$ cat config.mk
export PLATFORM = sky130hd
export DESIGN_NAME = bus_idle_gate
export DESIGN_NICKNAME = d
export VERILOG_FILES = /design/src/rtl/bus_idle_pkg.sv /design/src/rtl/idle_target_decode.sv /design/src/rtl/arm_event_select.sv /design/src/rtl/half_tick_counter.sv /design/src/rtl/bus_idle_gate.sv
export SDC_FILE = /design/constraint.sdc
export NUM_CORES = 1
export LEC_CHECK = 0
export BUFFER_PORTS_ARGS = -buffer_cell sky130_fd_sc_hd__buf_4
export CORE_MARGIN = 4
export CORE_UTILIZATION = 37
export CTS_BUF_LIST = sky130_fd_sc_hd__clkbuf_16
export DETAILED_ROUTE_END_ITERATION = 6
export GPL_TIMING_DRIVEN = 0
export MAX_ROUTING_LAYER = met4
export PLACE_DENSITY = 0.65
export SLEW_MARGIN = 10
export SYNTH_ARGS = -nofsm -noshare
export SYNTH_HDL_FRONTEND = slang
export SYNTH_HIERARCHICAL = 1
export SYNTH_SLANG_ARGS = --single-unit
$ cat constraint.sdc
create_clock -name clk -period 2.8 [get_ports clk]
set_input_delay 0.42 -clock clk [delete_from_list [all_inputs] [get_ports clk]]
set_output_delay 0.42 -clock clk [all_outputs]
set_load 0.1 [all_outputs]
$ cat src/rtl/bus_idle_pkg.sv
package bus_idle_pkg;

  typedef enum logic [1:0] {
    GATE_IDLE  = 2'd0,
    GATE_COUNT = 2'd1,
    GATE_HOLD  = 2'd2,
    GATE_READY = 2'd3
  } gate_state_t;

  localparam logic [1:0] DSEL_NEXT  = 2'b00;
  localparam logic [1:0] DSEL_NEW   = 2'b01;

endpackage

$ cat src/rtl/idle_target_decode.sv
module idle_target_decode #(
  parameter int CODE_W        = 3,
  parameter int CNT_W         = 5,
  parameter int DFLT_NEXT_HT  = 14,
  parameter int DFLT_NEW_HT   = 10,
  parameter int DFLT_RETRY_HT = 6
) (
  input  logic [CODE_W-1:0] code,
  input  logic [1:0]        dflt_sel,
  output logic [CNT_W-1:0]  target
);
  import bus_idle_pkg::*;

  localparam logic [CNT_W-1:0] T_NEXT  = CNT_W'(DFLT_NEXT_HT);
  localparam logic [CNT_W-1:0] T_NEW   = CNT_W'(DFLT_NEW_HT);
  localparam logic [CNT_W-1:0] T_RETRY = CNT_W'(DFLT_RETRY_HT);

  // nonzero code n -> 2n-1 half-bit ticks; zero -> protocol default
  always_comb begin
    if (code == '0) begin
      case (dflt_sel)
        DSEL_NEXT: target = T_NEXT;
        DSEL_NEW:  target = T_NEW;
        default:   target = T_RETRY;
      endcase
    end else begin
      target = CNT_W'({code, 1'b0}) - CNT_W'(1);
    end
  end

endmodule

$ cat src/rtl/arm_event_select.sv
module arm_event_select (
  input  logic auto_start,
  input  logic holding,
  input  logic tx_req,
  input  logic msg_end,
  output logic arm
);
  // after a cancel only end-of-message re-arms; otherwise the option decides
  always_comb begin
    if (holding)         arm = msg_end;
    else if (auto_start) arm = msg_end;
    else                 arm = tx_req;
  end

endmodule

$ cat src/rtl/half_tick_counter.sv
module half_tick_counter #(
  parameter int CNT_W = 5
) (
  input  logic             clk,
  input  logic             rst,
  input  logic             clear,
  input  logic             step,
  input  logic [CNT_W-1:0] target,
  output logic             hit
);
  logic [CNT_W-1:0] count;

  always_ff @(posedge clk) begin
    if (rst || clear) count <= '0;
    else if (step)    count <= count + CNT_W'(1);
  end

  assign hit = step && ((count + CNT_W'(1)) == target);

  AST_CNT_BOUND: assert property (@(posedge clk) disable iff (rst)
    count <= target);

  AST_CLEAR_ZERO: assert property (@(posedge clk) disable iff (rst)
    clear |=> (count == '0));

endmodule

$ cat src/rtl/bus_idle_gate.sv
module bus_idle_gate #(
  parameter int CODE_W        = 3,
  parameter int CNT_W         = 5,
  parameter int DFLT_NEXT_HT  = 14,
  parameter int DFLT_NEW_HT   = 10,
  parameter int DFLT_RETRY_HT = 6
) (
  input  logic              clk,
  input  logic              rst,
  input  logic              half_tick,
  input  logic [CODE_W-1:0] idle_code,
  input  logic [1:0]        dflt_sel,
  input  logic              auto_start,
  input  logic              tx_req,
  input  logic              msg_end,
  input  logic              line_busy,
  input  logic              tx_start,
  output logic              ready,
  output logic              busy
);
  import bus_idle_pkg::*;

  gate_state_t      state_q, state_d;
  logic [CNT_W-1:0] target_q, target_dec;
  logic             arm, arm_take, cancel, clear_cnt, step, hit;

  idle_target_decode #(
    .CODE_W(CODE_W), .CNT_W(CNT_W),
    .DFLT_NEXT_HT(DFLT_NEXT_HT), .DFLT_NEW_HT(DFLT_NEW_HT),
    .DFLT_RETRY_HT(DFLT_RETRY_HT)
  ) u_decode (
    .code(idle_code), .dflt_sel(dflt_sel), .target(target_dec)
  );

  arm_event_select u_arm (
    .auto_start(auto_start), .holding(state_q == GATE_HOLD),
    .tx_req(tx_req), .msg_end(msg_end), .arm(arm)
  );

  // arming is ignored once ready is up
  assign arm_take  = arm && (state_q != GATE_READY);
  assign cancel    = (state_q == GATE_COUNT) && !arm && line_busy;
  assign clear_cnt = arm_take || cancel;
  assign step      = (state_q == GATE_COUNT) && half_tick && !arm && !line_busy;

  half_tick_counter #(.CNT_W(CNT_W)) u_cnt (
    .clk(clk), .rst(rst), .clear(clear_cnt), .step(step),
    .target(target_q), .hit(hit)
  );

  always_comb begin
    state_d = state_q;
    case (state_q)
      GATE_IDLE:  if (arm_take) state_d = GATE_COUNT;
      GATE_COUNT: begin
        if (arm_take)    state_d = GATE_COUNT;
        else if (cancel) state_d = GATE_HOLD;
        else if (hit)    state_d = GATE_READY;
      end
      GATE_HOLD:  if (arm_take) state_d = GATE_COUNT;
      GATE_READY: if (tx_start) state_d = GATE_IDLE;
      default:    state_d = GATE_IDLE;
    endcase
  end

  always_ff @(posedge clk) begin
    if (rst) begin
      state_q  <= GATE_IDLE;
      target_q <= '0;
      ready    <= 1'b0;
      busy     <= 1'b0;
    end else begin
      state_q <= state_d;
      if (arm_take) target_q <= target_dec;
      ready   <= (state_d == GATE_READY);
      busy    <= (state_d == GATE_COUNT);
    end
  end

  AST_EXCLUSIVE: assert property (@(posedge clk) disable iff (rst)
    !(ready && busy));

  AST_READY_HOLD: assert property (@(posedge clk) disable iff (rst)
    (ready && !tx_start) |=> ready);

  AST_READY_DROP: assert property (@(posedge clk) disable iff (rst)
    (ready && tx_start) |=> !ready);

  AST_READY_FROM_COUNT: assert property (@(posedge clk) disable iff (rst)
    (!busy && !ready) |=> !ready);

  AST_NO_TICK_NO_READY: assert property (@(posedge clk) disable iff (rst)
    (busy && !half_tick) |=> !ready);

  AST_CANCEL: assert property (@(posedge clk) disable iff (rst)
    (busy && line_busy && !arm) |=> (!busy && !ready));

endmodule

# Word level (Yosys, flattened, before mapping)

Cells that the tools add are included.
W data, S select, Z words.

Flip-flop bits (word level): 14
Bits in latches: 0
Bits in writable memories: 0
Memory bits (read-only): 0
Input port bits: 13
Output and inout bits: 2
Word-level logic and storage cells: 40
Memories: 0

Add/subtract/negate cells: 2
$mul: 0
Div/mod/pow operators: 0
Order comparisons: 0
Eq/ne operators: 8
Shift operators: 0
Multiplexer cells: 10
Bitwise logic cells: 0
Reduce and logical (&&, ||, !) cells: 15

Operator list:

| operator              | number |
|---|---|
| $mux W2               | 5 |
| $pmux W4 S2           | 1 |
| $logic_and A1 B1 Y1   | 7 |
| $eq A2 B1 Y1 const B  | 3 |
| $eq A2 B2 Y1 const B  | 3 |
| $pmux W2 S3           | 1 |
| $add A5 B1 Y5 const B | 1 |
| $eq A5 B5 Y1          | 1 |
| $mux W5               | 1 |
| $sub A4 B1 Y5 const B | 1 |
| $logic_not A2 Y1      | 2 |
| $logic_not A3 Y1      | 1 |
| $logic_not A1 Y1      | 2 |
| $logic_or A1 B1 Y1    | 2 |
| $mux W1               | 2 |
| $ne A2 B2 Y1 const B  | 1 |
| $reduce_or A2 Y1      | 1 |

# Longest topological paths before layout

Gate-level depths: netlist (run 1).

Word-level depth: 11
Mapped depth: 12
Mapped depth without buffers: 10

# By module

Netlist (run 1), hierarchy kept.

By module, submodules not included:

| module             | times used | cells each | area each (um2) | seq. area each (um2) |
|---|---|---|---|---|
| bus_idle_gate      | 1          | 36         | 379.1           | 180.2 |
| half_tick_counter  | 1          | 36         | 319.1           | 100.1 |
| idle_target_decode | 1          | 13         | 91.3            | 0.0 |
| arm_event_select   | 1          | 2          | 15.0            | 0.0 |

# Least setup slack after synthesis (run 1)

OpenSTA, ideal clock, no wires.

Path kind: register to register
From: register state_q[0]
To: register busy
Library setup time: 0.127 ns
Arrival: 2.418 ns
Data required time: 2.673 ns
Path slack: 0.254 ns
Cell stages (with the launch flop): 13
Path buffers: 2
Clock period less this slack: 2.546 ns
Path through: dfxtp_1 -> buf_6 -> and2b_1 -> nor2_1 -> mux2_1 -> or3b_1 -> nor3b_1 -> clkbuf_1 -> nand4_1 -> a21oi_1 -> nor2_1 -> a2bb2oi_2 -> nor3b_1

Longest elaborated chain between the ends: 11
Elaborated cells on any way between the ends: 22
Those cells by class: eq/ne: 5; mux: 7; reduce/logical: 10

RTL lines:

| what                              | RTL line                | source |
|---|---|---|
| from (decl)                       | bus_idle_gate.sv:23     | `gate_state_t state_q, state_d;` |
| from (signal assigned)            | bus_idle_gate.sv:73     | `state_q <= state_d;` |
| $eq A2 B2 Y1                      | bus_idle_gate.sv:36     | `.auto_start(auto_start), .holding(state_q == GATE_HOLD),` |
| $mux W1                           | arm_event_select.sv:10  | `if (holding) arm = msg_end;` |
| via arm                           | bus_idle_gate.sv:25     | `logic arm, arm_take, cancel, clear_cnt, step, hit;` |
| $logic_not A1 Y1                  | bus_idle_gate.sv:44     | `assign step = (state_q == GATE_COUNT) && half_tick && !arm && !line_busy;` |
| $logic_and A1 B1 Y1 (2 in series) | bus_idle_gate.sv:44     |  |
| via step                          | bus_idle_gate.sv:25     |  |
| $logic_and A1 B1 Y1               | half_tick_counter.sv:18 | `assign hit = step && ((count + CNT_W'(1)) == target);` |
| via hit                           | bus_idle_gate.sv:25     |  |
| $mux W2                           | bus_idle_gate.sv:58     | `else if (hit) state_d = GATE_READY;` |
| $mux W2                           | bus_idle_gate.sv:57     | `else if (cancel) state_d = GATE_HOLD;` |
| $mux W2                           | bus_idle_gate.sv:56     | `if (arm_take) state_d = GATE_COUNT;` |
| $pmux W2 S3                       | bus_idle_gate.sv:53     | `case (state_q)` |
| $eq A2 B1 Y1                      | bus_idle_gate.sv:76     | `busy <= (state_d == GATE_COUNT);` |
| to (signal assigned)              | bus_idle_gate.sv:76     |  |
| to (decl)                         | bus_idle_gate.sv:19     | `output logic busy` |

The timed path passes the listed nets, and every way through them passes these cells.
A chain may end at the register's enable or synchronous reset.

# Final worst setup path (run 1)

Ends and elaborated chain as after synthesis.

==> results.toml, run 1 <==
[run_status]
status = "completed"

[drt]
drt_wl_total_um = 1540
drt_iter0_drc = 11
viasPerCell = 5.04
drc = 0
dr.pass1.iters = 4
routedWlPerCell_um = 11.7
ant_nets = 0
num_vias = 665

[sta]
worst_pin_slew_ps = 426
min_period_ps = 2610
skew_ps = 1.51
setup_viol = 0
slew_headroom_pct = 71.6
max_freq_ghz = 0.384
finalHoldViolations = 0
rsz0062_at_grt = "no"
finalCritPeriodShare_pct = 93.1
slew_violations = 0

[logic_synthesis]
synth_seq_cells = 14
syn_nets = 103
syn_inst = 87
synth-simple-area-share_pct = 26.4
ys_warn_count = 6
yosysTopAreaCellShare_pct = 34.8
yosysTopAreaCell = "dfxtp_1"
synth_mux_area_share_pct = 10.1
synth_area_per_cell_sq_um = 9.25
synthAdderAreaFrac_pct = 4.67
synth-xor-area-share_pct = 9.80
synth_compound_area_share_pct = 10.7
synth_top_family_by_area = "simple AND/OR/NAND/NOR gates"
yosysSeqAreaShare_pct = 34.8
syn_area_sq_um = 805
synthTopCellsByArea = "dfxtp_1 (35%), mux2i_1 (8.7%), xor2_1 (5.4%)"
ys_types = 29

[clock_tree]
cts_made_buffers = 3
h-tree-depth = 1
root_buffer = "clkbuf_16"
clk_pin_slew_ps = 40
cts.sinks = 14
cts_tree = "built"
clk_latency_ps = 240
cts_buffer_depth = 2
ctsHoldBuffers = 0

[global_route]
grt_most_used_layer = "met2"
grt.met1_usage_pct = 14.5
gr-usage-met3_pct = 3.54
overflow = 0
grt_pass1_wl_um = 2720
grt.total_usage_pct = 13.2
first_global_vias = 670
grt_max_degree = 13
met2_usage_pct = 20.5
antenna_found_initial = 0

[die]
die_width_um = 54.6
boundaryPins = 15
rows = 16
die-height_um = 54.6
core_area_sq_um = 2020
die_area_sq_um = 2980
initial_utilization_pct = 39.8

[critical_path]
end_kind = "flip-flop"
cp.required_ps = 2920
cp_data_arrival_time_ps = 2720
critPathKind = "reg2reg"
start_kind = "flip-flop"
worstPathMaxFanout = 8

[finish]
nFillCells = 190
fin_cells = 132
num_antenna_cells = 0
nNetsFinal = 122
layout_commonest_cell = "buf_4"
drive_gt1_share_pct = 25.7
fin_util_pct = 51.0
synthToLayoutAreaGrowth_pct = 28.1
final_cell_mix = "buf_4 (15), dfxtp_1 (14), nor2_1 (9)"
final_area_sq_um = 1030

[placed_design]
dp.cells = 128
routabilityCongestion = 0.755
dp_hpwl_um = 1170
io_buffers = 14
place_area_sq_um = 943

[min_path]
hold_class = "in2reg"

[power_and_ir_drop]
power_density_nw_per_um2 = 552
total_power_uw = 569
p_leak_uw = 0.000439
peakVddDrop_mv = 0.230

[run]
drv_cap = 0
[critical path, cell delays in order (launching register included)]
cell,delay [ps]
dfxtp_1,310
buf_6,120
and2b_1,170
nor2_1,90
mux2_2,380
or3b_1,410
nor3b_2,190
buf_4,170
nand4_1,90
a21oi_1,150
nor2_1,70
a2bb2oi_2,170
nor3b_1,140
[worst paths after layout]
path	slack, ps	endpoint	start	cells past startpoint
worst min-delay path	460	target_q[0]	rst	2
worst max-delay path	190	busy	state_q[0]	12
worst min register to register	530	target_q[0]	target_q[0]	2
worst max register to register	190	busy	state_q[0]	12
[cell usage after synthesis]
cell and n:
a21boi_2 1, a21oi_1 6, a2bb2oi_2 1, a31o_2 1
and2b_1 1, and4bb_1 1, buf_2 1, buf_6 1
clkbuf_1 1, dfxtp_1 14, ha_1 3, inv_1 2
mux2_1 1, mux2i_1 7, nand2_1 4, nand2b_1 4
nand3_1 1, nand4_1 3, nor2_1 9, nor2b_1 2
nor3_1 5, nor3_2 1, nor3b_1 2, nor4_1 1
o211ai_2 1, o31a_1 1, or3b_1 3, xnor2_1 4
xor2_1 5
[layer usage]
layer	vias to the layer above	part of all wire [%]	wire length, um
met5	-	0	0
met4	0	2.2	34
met3	2	5.2	80
met2	13	46	715
met1	307	46	711
li1	343	-	-
[timing repair]
action,in CTS,in global routing
endpoints found under the hold margin,0,0
buffers inserted,0,0
setup endpoints to repair,1,3
gates resized for setup,1,4
[final cells by class]
| type | instances | area [sq um] | area share [%] |
|---|---|---|---|
| repair buffers | 14 | 105 | 10.2 |
| well taps | 27 | 33.8 | 3.28 |
| clock buffers | 3 | 75.1 | 7.28 |
| flip-flops and latches | 14 | 280 | 27.2 |
| clock inverters | 1 | 3.75 | 0.364 |
| inverters | 2 | 7.51 | 0.728 |
| plain buffers | 3 | 23.8 | 2.31 |
| multi-input cells | 68 | 502 | 48.7 |
[kinds of logic (layout without fill, tap and decap cells)]
family	count (synthesis)	after routing
flops	14	14
xor+xnor	9	9
mux	8	8
fa+ha+maj	3	3
simple gates	37	37
buf+inv	5	23
compound gates	11	11
[through the flow]
stage	hold slack, ps	worst slack, ps	setup TNS (ps)
detailed placement	519	-17.2	-17.2
finish	458	193	0
global route	464	19.6	0
global placement	510	20.2	0
CTS	458	86.5	0
floorplan	475	254	0
[sequential cells by signal, summed over array words and instances, names as in the netlist]
| name | cells |
|---|---|
| state_q | 2 |
| busy | 1 |
| u_cnt/count | 5 |
| ready | 1 |
| target_q | 5 |
[report_power, final]
part / leakage [uW] / internal, uW / switching [uW]
registers: 0.000114 / 209 / 6.26
clock network: 0.0000385 / 188 / 75.1
logic: 0.000286 / 42.1 / 47.8
No activity file was read; power rests on OpenSTA's default activity.
==> run 2, diff against run 1 <==
--- a/config.mk
+++ b/config.mk
@@ -5,14 +5,16 @@
 export SDC_FILE = /design/constraint.sdc
 export NUM_CORES = 1
 export LEC_CHECK = 0
+export ABC_AREA = 1
 export BUFFER_PORTS_ARGS = -buffer_cell sky130_fd_sc_hd__buf_4
 export CORE_MARGIN = 4
 export CORE_UTILIZATION = 37
 export CTS_BUF_LIST = sky130_fd_sc_hd__clkbuf_16
+export CTS_CLUSTER_DIAMETER = 100
 export DETAILED_ROUTE_END_ITERATION = 6
 export GPL_TIMING_DRIVEN = 0
 export MAX_ROUTING_LAYER = met4
-export PLACE_DENSITY = 0.65
+export PLACE_DENSITY = 0.64
 export SLEW_MARGIN = 10
 export SYNTH_ARGS = -nofsm -noshare
 export SYNTH_HDL_FRONTEND = slang
==> results.toml, run 2 <==
[run_status]
status = "completed"

[critical_path]
critPathKind = "reg2reg"
r2r_start = "state_q[1]"
reg2reg_depth = 21
crit_family = "simple AND/OR/NAND/NOR gates"
worstReg2RegEnd = "ready"
path_cells = "inv_1, nor2_1, nor2_1, nor2_1, nor2_1, nor2_1, nand2_1, nor2_1, buf_4, inv_2, a21oi_1, nand3_1, nor2_1, nand2_1, nor2_2, inv_1, nand2_1, nand3_1, nand2_1, nand2_1, nor2_1"
cp-startpoint = "state_q[1]"
end_kind = "flip-flop"
reg2reg_slack_ps = 630
cpMostUsedCell = "nor2_1"
crit_path_end = "ready"
start_kind = "flip-flop"
cp_data_arrival_time_ps = 2360
cp_slowest_stage_delay_ps = 360
worstPathMaxFanout = 8
cp.depth = 21
crit_buf_inv = 4
critPathSlowestCell = "dfxtp_1"
cp.required_ps = 2980

[drt]
dr.pass1.iters = 4
drt_wl_total_um = 1770
drt_iter0_drc = 32
viasPerCell = 4.68
num_vias = 894
drc = 0
ant_nets = 0
routedWlPerCell_um = 9.26

[power_and_ir_drop]
power_density_nw_per_um2 = 525
total_power_uw = 581
peakVddDrop_mv = 0.415
p_leak_uw = 0.000555

[finish]
layout_commonest_cell = "nand2_1"
largest_registers = "target_q x5, u_cnt/count x5, state_q x2"
final_cell_mix = "nand2_1 (43), inv_1 (24), nor2_1 (16)"
final_area_sq_um = 1110
synthToLayoutAreaGrowth_pct = 24.7
regArea_sq_um = 280
multiInputGateArea_sq_um = 483
nNetsFinal = 180
drive_gt1_share_pct = 17.8
nFillCells = 248
num_antenna_cells = 0

[clock_tree]
root_buffer = "clkbuf_16"
h-tree-depth = 1
cts_resized = 0
cts_made_buffers = 3
ctsHoldBuffers = 0
post_cts_buffers = 0
cts.sinks = 14
cts_buffer_depth = 2
clk_latency_ps = 240
cts_tree = "built"
clk_pin_slew_ps = 50

[sta]
skew_ps = 4.04
whs_ps = 397
finalCritPeriodShare_pct = 77.5
slew_violations = 0
finalHoldViolations = 0
setup_viol = 0
rsz0062_at_grt = "no"
slew_headroom_pct = 74.5
worst_pin_slew_ps = 381
min_period_ps = 2170
max_freq_ghz = 0.461
fin_setup_tns_ps = 0

[logic_synthesis]
syn_inst = 145
syn_nets = 161
synth-main-ff-cell = "dfxtp_1"
yosysSeqAreaShare_pct = 31.6
ys_top_cells_by_count = "nand2_1 (43), inv_1 (24), nor2_1 (16)"
synth-simple-area-share_pct = 40.6
synth_compound_area_share_pct = 9.59
synth_top_family_by_area = "simple AND/OR/NAND/NOR gates"
synth_area_per_cell_sq_um = 6.12
yosysTopAreaCell = "dfxtp_1"
synth_mux_area_share_pct = 0
syn_area_sq_um = 887
synth_edf_count = 0
synthAdderAreaFrac_pct = 4.23
ys_types = 20
async_reset_ff_share_pct = 0
ys_warn_count = 6
synthTopCellsByArea = "dfxtp_1 (32%), nand2_1 (18%), inv_1 (10%)"
synth-xor-area-share_pct = 0
yosysTopAreaCellShare_pct = 31.6
synth_seq_cells = 14
synth.most_common_cell = "nand2_1"

[placed_design]
routabilityCongestion = 0.779
place_area_sq_um = 1030
dp_hpwl_um = 1440
io_buffers = 14

[global_route]
antenna_found_initial = 0
overflow = 0
grt_max_degree = 9
grt.total_usage_pct = 12.5
grt_pass1_wl_um = 3120
first_global_vias = 781

[die]
core_area_sq_um = 2250
die_width_um = 57.0
initial_utilization_pct = 39.3
rows = 17
die-height_um = 57.0
boundaryPins = 15
die_area_sq_um = 3250

[min_path]
hold_class = "in2reg"
holdPathStages = 2

[run]
drv_cap = 0
==> run 2: cell families after synthesis <==
logic type                 after synthesis
and+or+nand+nor                         82
buffers and inverters                   30
AOI/OAI and AO/OA                       16
DFF                                     14
adders and majority gates                3
==> run 2: routing by layer <==
| metal | wire length (um) | up-vias | share of wire, % | global-route usage [%] |
|---|---|---|---|---|
| met3 | 48 | 4 | 2.7 | 2.04 |
| met2 | 814 | 12 | 46 | 18.8 |
| met4 | 43 | 0 | 2.4 | 8.94 |
| met5 | 0 | - | 0 | - |
| met1 | 862 | 392 | 49 | 15.0 |
| li1 | - | 486 | - | - |
==> run 2: layout make-up <==
| class | instances | share of cell area, % |
|---|---|---|
| Multi-Input combinational cell | 101 | 43.7 |
| Sequential cell | 14 | 25.3 |
| Timing Repair Buffer | 14 | 9.50 |
| Clock buffer | 3 | 6.79 |
| Tap cell | 28 | 3.17 |
| Clock inverter | 1 | 0.339 |
| Buffer | 2 | 1.70 |
| Inverter | 28 | 9.50 |
==> run 2: per-stage QoR <==
step | util, % | setup WS, ps | instances
after floorplan | - | 888 | 145
after global placement | 45.6 | 628 | 187
after detailed placement | 45.6 | 586 | 187
after CTS | 49.1 | 601 | 191
after global routing | 49.1 | 267 | 191
final | 49.1 | 629 | 191
==> run 2: how the worst min path moves through the flow <==
stage / end / startpoint / slack (ps)
after CTS: target_q[4] / rst / 400
final: target_q[4] / rst / 400
after global routing: state_q[0] / rst / 410
after detailed placement: target_q[1] / target_q[1] / 460
after global placement: target_q[1] / target_q[1] / 460
after floorplan: target_q[1] / target_q[1] / 440
==> run 2: power by group <==
group          total, uW  switching [uW]  internal, uW
logic               93.2            57.7          35.5
registers            217            7.06           210
clock network        271            81.9           189
==> run 3, diff against run 2 <==
==> constraint.sdc (replaced) <==
create_clock -name clk -period 2 [get_ports clk]
set_input_delay 0.3 -clock clk [delete_from_list [all_inputs] [get_ports clk]]
set_output_delay 0.3 -clock clk [all_outputs]
set_load 0.1 [all_outputs]
==> results.toml, run 3 (synthesized netlist as in run 2, its figures left out) <==
[finish]
fin_cells = 201
num_antenna_cells = 0
nNetsFinal = 190
final_area_sq_um = 1220
synthToLayoutAreaGrowth_pct = 37.8
nFillCells = 236
multiInputGateArea_sq_um = 519
regArea_sq_um = 283
fin_util_pct = 54.2
drive_gt1_share_pct = 28.3
layout_commonest_cell = "nand2_1"
final_cell_mix = "nand2_1 (42), buf_4 (25), inv_1 (23)"
largest_registers = "target_q x5, u_cnt/count x5, state_q x2"

[sta]
slew_headroom_pct = 72.9
worst_pin_slew_ps = 405
finalHoldViolations = 0
min_period_ps = 2030
slew_violations = 0
setup_slack_ps = -28.3
skew_ps = 3.43
rsz0062_at_grt = "yes"
setup_viol = 1
finalCritPeriodShare_pct = 101
whs_ps = 274
max_freq_ghz = 0.493

[critical_path]
cp_data_arrival_time_ps = 2210
crit_buf_inv = 4
end_kind = "flip-flop"
cp_slowest_stage_delay_ps = 330
start_kind = "flip-flop"
path_cells = "inv_2, nor2_4, nor2_1, nor2_1, nor2_4, nor2_2, nand2_1, nor2_1, buf_4, inv_4, a21oi_2, nand3_1, nor2_1, nand2_1, nor2_2, inv_1, nand2_1, nand3_2, nand2_1, nand2_1, nor2_1"
critPathKind = "reg2reg"
critPathSlowestCell = "dfxtp_2"
crit_family = "simple AND/OR/NAND/NOR gates"
cp.required_ps = 2180
worstPathMaxFanout = 3

[die]
die_width_um = 57.0
die-height_um = 57.0
die_area_sq_um = 3250
rows = 17
boundaryPins = 15
initial_utilization_pct = 39.3
core_area_sq_um = 2250

[drt]
dr.pass1.iters = 5
routedWlPerCell_um = 10.0
ant_nets = 0
drt_wl_total_um = 2010
drt_iter0_drc = 17
viasPerCell = 4.78
num_vias = 960
drc = 0

[power_and_ir_drop]
p_leak_uw = 0.000609
total_power_uw = 844
power_density_nw_per_um2 = 690
peakVddDrop_mv = 0.597

[run]
drv_cap = 0

[clock_tree]
clk_pin_slew_ps = 50
cts_tree = "built"
cts_made_buffers = 3
cts.sinks = 14
root_buffer = "clkbuf_16"
cts_buffer_depth = 2
h-tree-depth = 1
clk_latency_ps = 240

[placed_design]
place_area_sq_um = 1030
dp_hpwl_um = 1440
routabilityCongestion = 0.779
io_buffers = 14
dp.cells = 187

[global_route]
grt_pass1_wl_um = 3280
grt_max_degree = 9
overflow = 0
antenna_found_initial = 0
grt.total_usage_pct = 13.1
first_global_vias = 835

[min_path]
hold_class = "in2reg"

[run_status]
failed_checks = "setup timing"
status = "finished with violations"
[run 3: cell count changes in the layout (fill, tap and decap cells not counted), sizes merged]
cell / before / now
buf: 16 / 26
[run 3: power by group]
part           switching [uW]  leakage (uW)  internal, uW
sequential               10.5      0.000115           295
combinational            92.1      0.000455          66.1
clock                     116     0.0000385           264
total                     219      0.000609           625
[run 3: through the flow]
step | setup slack, ps | TNS (ps)
floorplan | 88.5 | 0
global placement | -160 | -412
detailed placement | -176 | -460
CTS | -3.85 | -3.85
global route | -301 | -1280
finish | -28.3 | -28.3
[run 3: area by class of cell]
| class | instances | area share (%) |
|---|---|---|
| clock inverters | 1 | 0.307 |
| multi-input cells | 101 | 42.5 |
| well taps | 28 | 2.87 |
| flip-flops and latches | 14 | 23.1 |
| repair buffers | 24 | 14.7 |
| plain buffers | 2 | 1.54 |
| clock buffers | 3 | 6.14 |
| inverters | 28 | 8.80 |
[run 3: layer usage]
metal | track usage [%] | vias to the layer above | wire [um]
met5 | - | - | 0
met4 | 8.94 | 0 | 55
met3 | 2.04 | 6 | 60
met2 | 21.2 | 20 | 1010
met1 | 14.8 | 429 | 889
li1 | - | 505 | -
[run 3: repair_timing]
item / CTS / global route
hold buffers: 0 / 0
endpoints found under the setup margin: 3 / 8
buffers inserted: 7 / 3
resized for setup: 8 / 6
pin swaps: 3 / 0
[run 3: path summary, 6_finish.rpt]
check	cells past startpoint	end	slack [ps]	startpoint
worst min-delay path	2	state_q[0]	270	rst
worst min register to register	2	target_q[1]	470	target_q[1]
worst max-delay path	21	ready	-30	state_q[1]
worst max register to register	21	ready	-30	state_q[1]
